--- config.mk ---
export PLATFORM = sky130hd
export DESIGN_NAME = colcount_mult
export DESIGN_NICKNAME = d
export VERILOG_FILES = /design/src/rtl/mult_pkg.sv /design/src/rtl/mult_pp_array.sv /design/src/rtl/mult_compress_tree.sv /design/src/rtl/mult_cpa.sv /design/src/rtl/colcount_mult.sv
export SDC_FILE = /design/constraint.sdc
export NUM_CORES = 1
export LEC_CHECK = 0
export ABC_AREA = 1
export BUFFER_PORTS_ARGS = -buffer_cell sky130_fd_sc_hd__buf_4
export CAP_MARGIN = 25
export CORE_MARGIN = 2
export CORE_UTILIZATION = 55
export DETAILED_ROUTE_END_ITERATION = 8
export PLACE_DENSITY = 0.77
export RECOVER_POWER = 50
export SYNTH_ARGS = -nofsm -noshare
export SYNTH_HDL_FRONTEND = slang
export SYNTH_SLANG_ARGS = --single-unit
--- constraint.sdc ---
create_clock -name clk -period 5.6 [get_ports clk]
set_input_delay 1.12 -clock clk [delete_from_list [all_inputs] [get_ports clk]]
set_output_delay 1.12 -clock clk [all_outputs]
set_load 0.005 [all_outputs]
--- src/rtl/mult_pkg.sv ---
package mult_pkg;

    typedef enum logic [0:0] {
        ST_IDLE   = 1'b0,
        ST_LOADED = 1'b1
    } mult_state_e;

    // Population count of up to seven bits, returned as a 3-bit count.
    function automatic logic [2:0] count_ones7(input logic [6:0] v);
        logic [2:0] r;
        r = 3'd0;
        for (int j = 0; j < 7; j++) begin
            r = r + {2'b00, v[j]};
        end
        return r;
    endfunction

    // Number of partial-product bits in column c of a w-by-w array.
    function automatic int pp_height(input int c, input int w);
        int lo;
        int hi;
        lo = (c - w + 1 > 0) ? (c - w + 1) : 0;
        hi = (c < w - 1) ? c : (w - 1);
        return (hi >= lo) ? (hi - lo + 1) : 0;
    endfunction

    // Lowest multiplier-bit index contributing to column c.
    function automatic int pp_low(input int c, input int w);
        return (c - w + 1 > 0) ? (c - w + 1) : 0;
    endfunction

endpackage

--- src/rtl/mult_pp_array.sv ---
module mult_pp_array
    import mult_pkg::*;
#(
    parameter int WIDTH = 6,
    parameter int COLS  = 2 * WIDTH,
    parameter int MAXH  = WIDTH + 2
) (
    input  logic [WIDTH-1:0]           op_a,
    input  logic [WIDTH-1:0]           op_b,
    output logic [COLS-1:0][MAXH-1:0]  pp_cols
);

    // Column c slot k holds op_a[c-i] & op_b[i], with i = low(c) + k.
    for (genvar c = 0; c < COLS; c++) begin : g_col
        localparam int HC = pp_height(c, WIDTH);
        localparam int LO = pp_low(c, WIDTH);
        for (genvar k = 0; k < MAXH; k++) begin : g_slot
            if (k < HC) begin : g_bit
                localparam int IB = LO + k;
                localparam int JA = c - IB;
                assign pp_cols[c][k] = op_a[JA] & op_b[IB];
            end else begin : g_zero
                assign pp_cols[c][k] = 1'b0;
            end
        end
    end

endmodule

--- src/rtl/mult_compress_tree.sv ---
module mult_compress_tree
    import mult_pkg::*;
#(
    parameter int WIDTH        = 6,
    parameter int COLS         = 2 * WIDTH,
    parameter int MAXH         = WIDTH + 2,
    parameter int STAGES       = WIDTH,
    parameter bit USE_COUNTERS = 1'b1
) (
    input  logic [COLS-1:0][MAXH-1:0] pp_cols,
    output logic [COLS-1:0]           row_a,
    output logic [COLS-1:0]           row_b
);

    localparam int GS = USE_COUNTERS ? 7 : 3;

    logic [COLS-1:0][MAXH-1:0] cur;
    logic [COLS-1:0][MAXH-1:0] nxt;
    int                        cur_h [COLS];
    int                        nxt_h [COLS];
    logic [6:0]                grp;
    logic [2:0]                cnt;
    int                        g;

    always_comb begin
        cur = pp_cols;
        nxt = '0;
        grp = '0;
        cnt = '0;
        g   = 0;
        for (int c = 0; c < COLS; c++) begin
            cur_h[c] = pp_height(c, WIDTH);
            nxt_h[c] = 0;
        end
        for (int s = 0; s < STAGES; s++) begin
            nxt = '0;
            for (int c = 0; c < COLS; c++) begin
                nxt_h[c] = 0;
            end
            for (int c = 0; c < COLS; c++) begin
                if (cur_h[c] <= 2) begin
                    // Short column: bits pass to the next stage untouched.
                    for (int k = 0; k < 2; k++) begin
                        if (k < cur_h[c] && nxt_h[c] < MAXH) begin
                            nxt[c][nxt_h[c]] = cur[c][k];
                            nxt_h[c] = nxt_h[c] + 1;
                        end
                    end
                end else begin
                    for (int k = 0; k < MAXH; k += GS) begin
                        g = cur_h[c] - k;
                        if (g > GS) begin
                            g = GS;
                        end
                        if (g == 1) begin
                            if (nxt_h[c] < MAXH) begin
                                nxt[c][nxt_h[c]] = cur[c][k];
                                nxt_h[c] = nxt_h[c] + 1;
                            end
                        end else if (g >= 2) begin
                            grp = '0;
                            for (int j = 0; j < 7; j++) begin
                                if (j < g && k + j < MAXH) begin
                                    grp[j] = cur[c][k+j];
                                end
                            end
                            cnt = count_ones7(grp);
                            // Count bit 0 stays, bit 1 up one, bit 2 up two.
                            if (nxt_h[c] < MAXH) begin
                                nxt[c][nxt_h[c]] = cnt[0];
                                nxt_h[c] = nxt_h[c] + 1;
                            end
                            if (c + 1 < COLS) begin
                                if (nxt_h[c+1] < MAXH) begin
                                    nxt[c+1][nxt_h[c+1]] = cnt[1];
                                    nxt_h[c+1] = nxt_h[c+1] + 1;
                                end
                            end
                            if (g >= 4 && c + 2 < COLS) begin
                                if (nxt_h[c+2] < MAXH) begin
                                    nxt[c+2][nxt_h[c+2]] = cnt[2];
                                    nxt_h[c+2] = nxt_h[c+2] + 1;
                                end
                            end
                        end
                    end
                end
            end
            cur = nxt;
            for (int c = 0; c < COLS; c++) begin
                cur_h[c] = nxt_h[c];
            end
        end
        for (int c = 0; c < COLS; c++) begin
            row_a[c] = (cur_h[c] > 0) ? cur[c][0] : 1'b0;
            row_b[c] = (cur_h[c] > 1) ? cur[c][1] : 1'b0;
        end
    end

endmodule

--- src/rtl/mult_cpa.sv ---
module mult_cpa #(
    parameter int COLS = 12
) (
    input  logic [COLS-1:0] row_a,
    input  logic [COLS-1:0] row_b,
    output logic [COLS-1:0] sum
);

    logic [COLS:0] carry;

    assign carry[0] = 1'b0;

    for (genvar k = 0; k < COLS; k++) begin : g_bit
        assign sum[k]     = row_a[k] ^ row_b[k] ^ carry[k];
        assign carry[k+1] = (row_a[k] & row_b[k]) | (carry[k] & (row_a[k] ^ row_b[k]));
    end

endmodule

--- src/rtl/colcount_mult.sv ---
module colcount_mult
    import mult_pkg::*;
#(
    parameter int WIDTH        = 6,
    parameter bit USE_COUNTERS = 1'b1
) (
    input  logic                 clk,
    input  logic                 rst_n,
    input  logic                 in_valid,
    input  logic [WIDTH-1:0]     mcand,
    input  logic [WIDTH-1:0]     mplier,
    output logic                 out_valid,
    output logic [2*WIDTH-1:0]   product
);

    localparam int COLS   = 2 * WIDTH;
    localparam int MAXH   = WIDTH + 2;
    localparam int STAGES = WIDTH;

    mult_state_e               state_q;
    mult_state_e               state_d;
    logic                      cap_en;
    logic                      res_en;
    logic [WIDTH-1:0]          op_a_q;
    logic [WIDTH-1:0]          op_b_q;
    logic [COLS-1:0][MAXH-1:0] pp_cols;
    logic [COLS-1:0]           row_a;
    logic [COLS-1:0]           row_b;
    logic [COLS-1:0]           sum;

    // State register.
    always_ff @(posedge clk or negedge rst_n) begin
        if (!rst_n) begin
            state_q <= ST_IDLE;
        end else begin
            state_q <= state_d;
        end
    end

    // Next state and register enables.
    always_comb begin
        state_d = state_q;
        cap_en  = in_valid;
        res_en  = 1'b0;
        unique case (state_q)
            ST_IDLE: begin
                if (in_valid) begin
                    state_d = ST_LOADED;
                end
            end
            ST_LOADED: begin
                res_en = 1'b1;
                if (!in_valid) begin
                    state_d = ST_IDLE;
                end
            end
            default: begin
                state_d = ST_IDLE;
            end
        endcase
    end

    always_ff @(posedge clk or negedge rst_n) begin
        if (!rst_n) begin
            op_a_q <= '0;
            op_b_q <= '0;
        end else if (cap_en) begin
            op_a_q <= mcand;
            op_b_q <= mplier;
        end
    end

    mult_pp_array #(
        .WIDTH (WIDTH),
        .COLS  (COLS),
        .MAXH  (MAXH)
    ) u_pp (
        .op_a    (op_a_q),
        .op_b    (op_b_q),
        .pp_cols (pp_cols)
    );

    mult_compress_tree #(
        .WIDTH        (WIDTH),
        .COLS         (COLS),
        .MAXH         (MAXH),
        .STAGES       (STAGES),
        .USE_COUNTERS (USE_COUNTERS)
    ) u_tree (
        .pp_cols (pp_cols),
        .row_a   (row_a),
        .row_b   (row_b)
    );

    mult_cpa #(
        .COLS (COLS)
    ) u_cpa (
        .row_a (row_a),
        .row_b (row_b),
        .sum   (sum)
    );

    always_ff @(posedge clk or negedge rst_n) begin
        if (!rst_n) begin
            product   <= '0;
            out_valid <= 1'b0;
        end else begin
            out_valid <= res_en;
            if (res_en) begin
                product <= sum;
            end
        end
    end

endmodule

==> impl_metrics.py, run 1 <==
metrics = {
    "sta": {
        "grt_setup_unrepaired": "false",
        "achievable-frequency_mhz": 192,
        "final_critical_path_setup_slack_ns": 0.384,
        "setup_total_negative_slack_ns": 0,
        "final.setup_skew_ns": 0.00817,
        "period_needed_ns": 5.22,
        "tightestPinTransition_ns": 1.37,
        "max_slew_violation_count": 0,
        "timing_hold_violations_final": 0,
        "timing.max_slew.rel_slack": 0.0852,
        "timing.final.crit_share": 0.931,
        "setup_violations": 0,
    },
    "power_and_ir_drop": {
        "p_leak_uw": 0.00140,
        "peakVddDrop_mv": 0.169,
        "p_per_area_nw_per_um2": 266,
    },
    "floorplanning": {
        "die-area_sq_um": 4100,
        "top_level_ports": 28,
        "standard_cell_core_area_sq_um": 3390,
        "chipWidth_microns": 64.0,
        "row_count": 21,
        "starting_density_of_the_core": 0.584,
        "die_h_microns": 64.0,
    },
    "synth": {
        "synthesis.yosys.warnings": 0,
        "synth.most_common_cell": "sky130_fd_sc_hd__nand2_1",
        "synth.yosys.seq_area_share": 0.328,
        "post_synth_num_cell_types": 11,
        "synthTopCellsByArea": "sky130_fd_sc_hd__dfrtp_1, sky130_fd_sc_hd__fa_1, sky130_fd_sc_hd__nand2_1",
        "postSynth.topFlopCell": "sky130_fd_sc_hd__dfrtp_1",
        "mappedNetlistArea_sq_um": 1980,
        "postSynth.asyncResetShare": 1.00,
        "netlist_top_cells_count": "sky130_fd_sc_hd__nand2_1, sky130_fd_sc_hd__inv_1, sky130_fd_sc_hd__dfrtp_1, sky130_fd_sc_hd__fa_1, sky130_fd_sc_hd__ha_1",
        "synth_enable_flop_cells": 0,
        "synth_largest_area_cell": "sky130_fd_sc_hd__dfrtp_1",
        "yosys_register_bits": 26,
        "synth.top_cell.area_share": 0.328,
        "post_synthesis_mean_instance_area_sq_um": 8.43,
        "netlist_instances": 235,
        "synth_fp_nets": 287,
    },
    "cells_and_area": {
        "design.final.nets": 315,
        "insertedDiodeCount": 0,
        "finalCoreUtilization": 0.662,
        "share_of_layout_cells_above_drive_strength_1": 0.115,
        "finalNonFillerCells": 308,
        "num-fill-cells": 288,
        "layout-area-overhead-vs-synth_pct": 13.3,
        "stdcell_area_sq_um": 2240,
    },
    "setup_path": {
        "timing.critical_path.arrival_ns": 5.46,
        "timing.reg2reg.worst_path_depth": 18,
        "worst_reg2reg_path_endpoint": "product[10]$_DFFE_PN0P_",
        "setup.worst_path.end_class": "flop",
        "setup.reg_to_reg.worst_slack_ns": 0.38,
        "r2r-start": "op_b_q[0]$_DFFE_PN0P_",
        "cp.required_ns": 5.85,
        "worst-setup-path-type": "reg2reg",
        "critPathMaxFanout": 7,
        "timing.critical_path.from_type": "flop",
    },
    "detailed_routing": {
        "routed_wl_microns": 3350,
        "drt_initial_violations": 42,
        "dr_total_vias": 1425,
        "number_of_detailed_route_iterations_in_the_first_pass": 4,
        "vias_per_cell": 4.63,
        "antenna_left": 0,
        "detail_route.drc_violations": 0,
        "avgRoutedWirePerCell_microns": 10.9,
    },
    "cts": {
        "holdBufCountCts": 0,
        "worst_setup_hold_path_clk_slew_ns": 0.14,
        "postCtsResizedCells": 0,
        "clk-insertion-delay-late_ns": 0.32,
        "post-cts-setup-buffers": 0,
        "clockRootBuffer": "sky130_fd_sc_hd__clkbuf_4",
        "cts_tree": "done",
        "htree_levels": 1,
        "clock_sink_count": 26,
        "tritoncts.num_buffers": 3,
        "ctsLongestPathBuffers": 2,
    },
    "global_routing": {
        "via_count_of_the_first_global_routing_pass": 1365,
        "grt_first_pass_wirelength_microns": 5890,
        "grt_overflow_total": 0,
        "grt_usage": 0.186,
        "pin_count_of_the_biggest_net_entering_global_routing": 27,
        "antenna_violations_before_repair": 0,
    },
    "place": {
        "gp_routability_congestion": 0.860,
        "place.detailed.instances": 304,
        "port_buffers": 27,
        "dp_slack_ns": 0.394,
        "placed_area_sq_um": 2200,
        "place_hpwl_microns": 2760,
    },
    "hold_path": {
        "timing.hold.worst_path_depth": 2,
        "timing.hold.worst_endpoint": "product[7]$_DFFE_PN0P_",
        "hold_class": "reg2reg",
        "hold_path.startpoint": "product[7]$_DFFE_PN0P_",
    },
    "job": {
        "cap_violations": 0,
    },
    "outcome": {
        "status": "completed",
    },
}
## worst max-delay path: stages (launching register included)
cell,delay [ns]
sky130_fd_sc_hd__dfrtp_1,0.48
sky130_fd_sc_hd__nand2_1,0.10
sky130_fd_sc_hd__inv_1,0.04
sky130_fd_sc_hd__ha_1,0.27
sky130_fd_sc_hd__inv_1,0.05
sky130_fd_sc_hd__fa_1,0.52
sky130_fd_sc_hd__inv_1,0.05
sky130_fd_sc_hd__fa_1,0.40
sky130_fd_sc_hd__inv_1,0.07
sky130_fd_sc_hd__fa_1,0.42
sky130_fd_sc_hd__fa_1,0.49
sky130_fd_sc_hd__inv_1,0.05
sky130_fd_sc_hd__fa_1,0.40
sky130_fd_sc_hd__fa_1,0.39
sky130_fd_sc_hd__fa_1,0.40
sky130_fd_sc_hd__fa_1,0.37
sky130_fd_sc_hd__inv_1,0.07
sky130_fd_sc_hd__fa_1,0.40
sky130_fd_sc_hd__o21ai_0,0.16
## metal layers
layer,track usage,wire length [microns],up-vias
met5,0,0,-
met4,0.0353,61,0
met3,0.0335,156,7
met2,0.336,1730,38
met1,0.233,1400,667
li1,-,-,713
## cells by family (layout without fill, tap and decap cells)
logic type      after synthesis  after routing  share of synthesized area
compound gates               13             13                     0.0347
fa+ha+maj                    37             37                      0.321
buf+inv                      76            103                      0.157
flops                        26             26                      0.328
simple gates                 83             83                      0.159
## cell type report
type | count | area, sq um | area share
clock inverters | 1 | 30.0 | 0.0134
multi-input cells | 133 | 1020 | 0.454
flip-flops and latches | 26 | 651 | 0.290
clock buffers | 3 | 22.5 | 0.0100
repair buffers | 27 | 195 | 0.0870
inverters | 72 | 270 | 0.120
well taps | 46 | 57.6 | 0.0256
## cell usage in the layout (no fill, tap or decap)
master | Yosys | final
sky130_fd_sc_hd__clkbuf_4 | 0 | 3
sky130_fd_sc_hd__dfrtp_1 | 26 | 26
sky130_fd_sc_hd__fa_1 | 23 | 23
sky130_fd_sc_hd__bufinv_16 | 0 | 1
sky130_fd_sc_hd__inv_1 | 71 | 72
sky130_fd_sc_hd__o21ai_2 | 1 | 1
sky130_fd_sc_hd__clkbuf_1 | 0 | 2
sky130_fd_sc_hd__ha_1 | 14 | 14
sky130_fd_sc_hd__buf_4 | 1 | 25
sky130_fd_sc_hd__nand2_1 | 81 | 81
sky130_fd_sc_hd__nand3_1 | 2 | 2
sky130_fd_sc_hd__o21ai_0 | 12 | 12
## through the flow
step	power, uW	hold slack (ns)
detailed placement	478	0.460
finish	597	0.485
global placement	466	0.455
CTS	609	0.493
global route	650	0.510
floorplan	389	0.413
## how the worst max path moves through the flow
stage | start | end | depth (start not counted) | slack, ns
finish | op_b_q[0]$_DFFE_PN0P_ | product[10]$_DFFE_PN0P_ | 18 | 0.38
global route | op_b_q[0]$_DFFE_PN0P_ | product[10]$_DFFE_PN0P_ | 18 | 0.17
CTS | op_b_q[0]$_DFFE_PN0P_ | product[10]$_DFFE_PN0P_ | 18 | 0.35
detailed placement | op_b_q[0]$_DFFE_PN0P_ | product[10]$_DFFE_PN0P_ | 18 | 0.39
global placement | op_b_q[0]$_DFFE_PN0P_ | product[10]$_DFFE_PN0P_ | 18 | 0.53
floorplan | op_b_q[0]$_DFFE_PN0P_ | product[10]$_DFFE_PN0P_ | 18 | 0.61
## power breakdown
| part | total, uW | switching [uW] | internal [uW] | leakage (uW) |
|---|---|---|---|---|
| Combinational | 213 | 110 | 104 | 0.00106 |
| Sequential | 255 | 32.1 | 223 | 0.000322 |
| Clock | 128 | 55.5 | 72.4 | 0.0000279 |
## flip-flops by register name (all words and copies together), names as in the netlist
register and cells:
out_valid 1, product 12, state_q 1, op_a_q 6
op_b_q 6
Power figures use the tool's default switching activity.
==> run 2, diff against run 1 <==
PLACE_DENSITY = not set   (was 0.77)
PLACE_DENSITY_LB_ADDON = 0.12   (was not set)
==> impl_metrics.py, run 2 (synthesis results as in run 1) <==
metrics = {
    "global_routing": {
        "via_count_of_the_first_global_routing_pass": 1414,
        "antenna_violations_before_repair": 0,
        "pin_count_of_the_biggest_net_entering_global_routing": 27,
        "grt_overflow_total": 0,
        "grt_usage": 0.202,
        "grt_first_pass_wirelength_microns": 6210,
    },
    "detailed_routing": {
        "drt_initial_violations": 45,
        "antenna_left": 0,
        "routed_wl_microns": 3590,
        "number_of_detailed_route_iterations_in_the_first_pass": 4,
        "detail_route.drc_violations": 0,
        "avgRoutedWirePerCell_microns": 11.7,
        "vias_per_cell": 4.61,
        "dr_total_vias": 1420,
    },
    "floorplanning": {
        "starting_density_of_the_core": 0.584,
        "die_h_microns": 64.0,
        "standard_cell_core_area_sq_um": 3390,
        "top_level_ports": 28,
        "die-area_sq_um": 4100,
        "chipWidth_microns": 64.0,
        "row_count": 21,
    },
    "cells_and_area": {
        "share_of_layout_cells_above_drive_strength_1": 0.115,
        "insertedDiodeCount": 0,
        "layout-area-overhead-vs-synth_pct": 13.1,
        "finalCoreUtilization": 0.661,
        "design.final.nets": 315,
        "largest-register": "product",
        "commonest_non_fill_non_tap_cell_in_the_layout": "sky130_fd_sc_hd__nand2_1",
        "largest_register_ffs": 12,
        "layout.cells.most_common_list": "sky130_fd_sc_hd__nand2_1, sky130_fd_sc_hd__inv_1, sky130_fd_sc_hd__dfrtp_1",
        "num-fill-cells": 281,
        "largestRegisters": "product: 12 flops, op_a_q: 6 flops, op_b_q: 6 flops",
    },
    "job": {
        "cap_violations": 0,
    },
    "cts": {
        "ctsLongestPathBuffers": 2,
        "postCtsResizedCells": 0,
        "clk-insertion-delay-late_ns": 0.33,
        "clock_sink_count": 26,
        "tritoncts.num_buffers": 3,
        "post-cts-setup-buffers": 0,
        "holdBufCountCts": 0,
        "htree_levels": 1,
        "clockRootBuffer": "sky130_fd_sc_hd__clkbuf_4",
        "cts_tree": "done",
        "worst_setup_hold_path_clk_slew_ns": 0.16,
    },
    "setup_path": {
        "worst-setup-path-type": "reg2reg",
        "timing.reg2reg.worst_path_depth": 18,
        "critPathMaxFanout": 7,
        "critical-path-slowest-cell": "sky130_fd_sc_hd__fa_1",
        "timing.critical_path.arrival_ns": 5.46,
        "critical_path.max_stage_delay_ns": 0.53,
        "timing.critical_path.mode_cell": "sky130_fd_sc_hd__fa_1",
        "timing.critical_path.from_type": "flop",
        "cp.required_ns": 5.86,
        "setup.worst_path.end_class": "flop",
        "crit_chain": "nand2_1 -> inv_1 -> ha_1 -> inv_1 -> fa_1 -> inv_1 -> fa_1 -> inv_1 -> fa_1 -> fa_1 -> inv_1 -> fa_1 -> fa_1 -> fa_1 -> fa_1 -> inv_1 -> fa_1 -> o21ai_0",
    },
    "place": {
        "place_hpwl_microns": 2820,
        "port_buffers": 27,
        "gp_routability_congestion": 0.868,
    },
    "power_and_ir_drop": {
        "p_per_area_nw_per_um2": 268,
        "p_total_uw": 601,
        "peakVddDrop_mv": 0.127,
        "p_leak_uw": 0.00140,
    },
    "outcome": {
        "status": "completed",
    },
    "hold_path": {
        "hold_class": "reg2reg",
        "timing.hold.worst_path_depth": 2,
    },
    "sta": {
        "tightestPinTransition_ns": 1.40,
        "timing_hold_violations_final": 0,
        "grt_setup_unrepaired": "false",
        "final.setup_skew_ns": 0.00905,
        "timing.max_slew.rel_slack": 0.0675,
        "max_slew_violation_count": 0,
        "timing.final.crit_share": 0.929,
        "setup_total_negative_slack_ns": 0,
        "period_needed_ns": 5.20,
        "setup_violations": 0,
        "achievable-frequency_mhz": 192,
    },
}
[run 2: cell types whose count changed in the layout (fill, tap and decap cells not counted)]
cell and delta:
sky130_fd_sc_hd__o21ai_2 -1, sky130_fd_sc_hd__inv_2 +1, sky130_fd_sc_hd__inv_1 -1, sky130_fd_sc_hd__o21ai_0 +1
[run 2: cell type report]
class,instances,area [sq um],area share
multi-input combinational,133,1010,0.453
sequential,26,651,0.290
inverter,72,270,0.121
timing repair buffer,27,195,0.0871
tap,46,57.6,0.0257
clock inverter,1,30.0,0.0134
clock buffer,3,22.5,0.0101
[run 2: through the flow]
| stage | worst slack, ns | hold WS, ns | cells | instance area, sq um |
|---|---|---|---|---|
| after floorplan | 0.607 | 0.413 | 235 | 1980 |
| after global placement | 0.532 | 0.455 | 304 | 2200 |
| after detailed placement | 0.402 | 0.460 | 304 | 2200 |
| after CTS | 0.381 | 0.495 | 308 | 2250 |
| after global routing | 0.145 | 0.525 | 308 | 2240 |
| final | 0.400 | 0.488 | 308 | 2240 |
[run 2: path summary, 6_finish.rpt]
kind / startpoint / end / slack [ns]
max: op_a_q[4]$_DFFE_PN0P_ / product[10]$_DFFE_PN0P_ / 0.40
min: product[1]$_DFFE_PN0P_ / product[1]$_DFFE_PN0P_ / 0.49
max reg2reg: op_a_q[4]$_DFFE_PN0P_ / product[10]$_DFFE_PN0P_ / 0.40
min reg2reg: product[1]$_DFFE_PN0P_ / product[1]$_DFFE_PN0P_ / 0.49
max in group asynchronous: rst_n / op_b_q[0]$_DFFE_PN0P_ / 3.71
min in group asynchronous: rst_n / product[10]$_DFFE_PN0P_ / 1.07
[run 2: layer usage]
metal,track usage,share of wire
met5,0,0
met4,0.0761,0.023
met3,0.0264,0.044
met2,0.352,0.49
met1,0.257,0.44
[run 2: power by group]
part           internal, uW  total [uW]  switching [uW]  leakage, uW
Clock                  72.4         134            61.4    0.0000279
Sequential              223         256            33.0     0.000322
Combinational           102         211             109      0.00105
[run 2: critical path: cells and delay by family (launching register included)]
family / cells / cell delay (ns)
adder cells (fa/ha/maj): 10 / 4.04
AO/OA/AOI/OAI: 1 / 0.18
flip-flops: 1 / 0.48
buffers and inverters: 6 / 0.34
AND/OR/NAND/NOR: 1 / 0.10
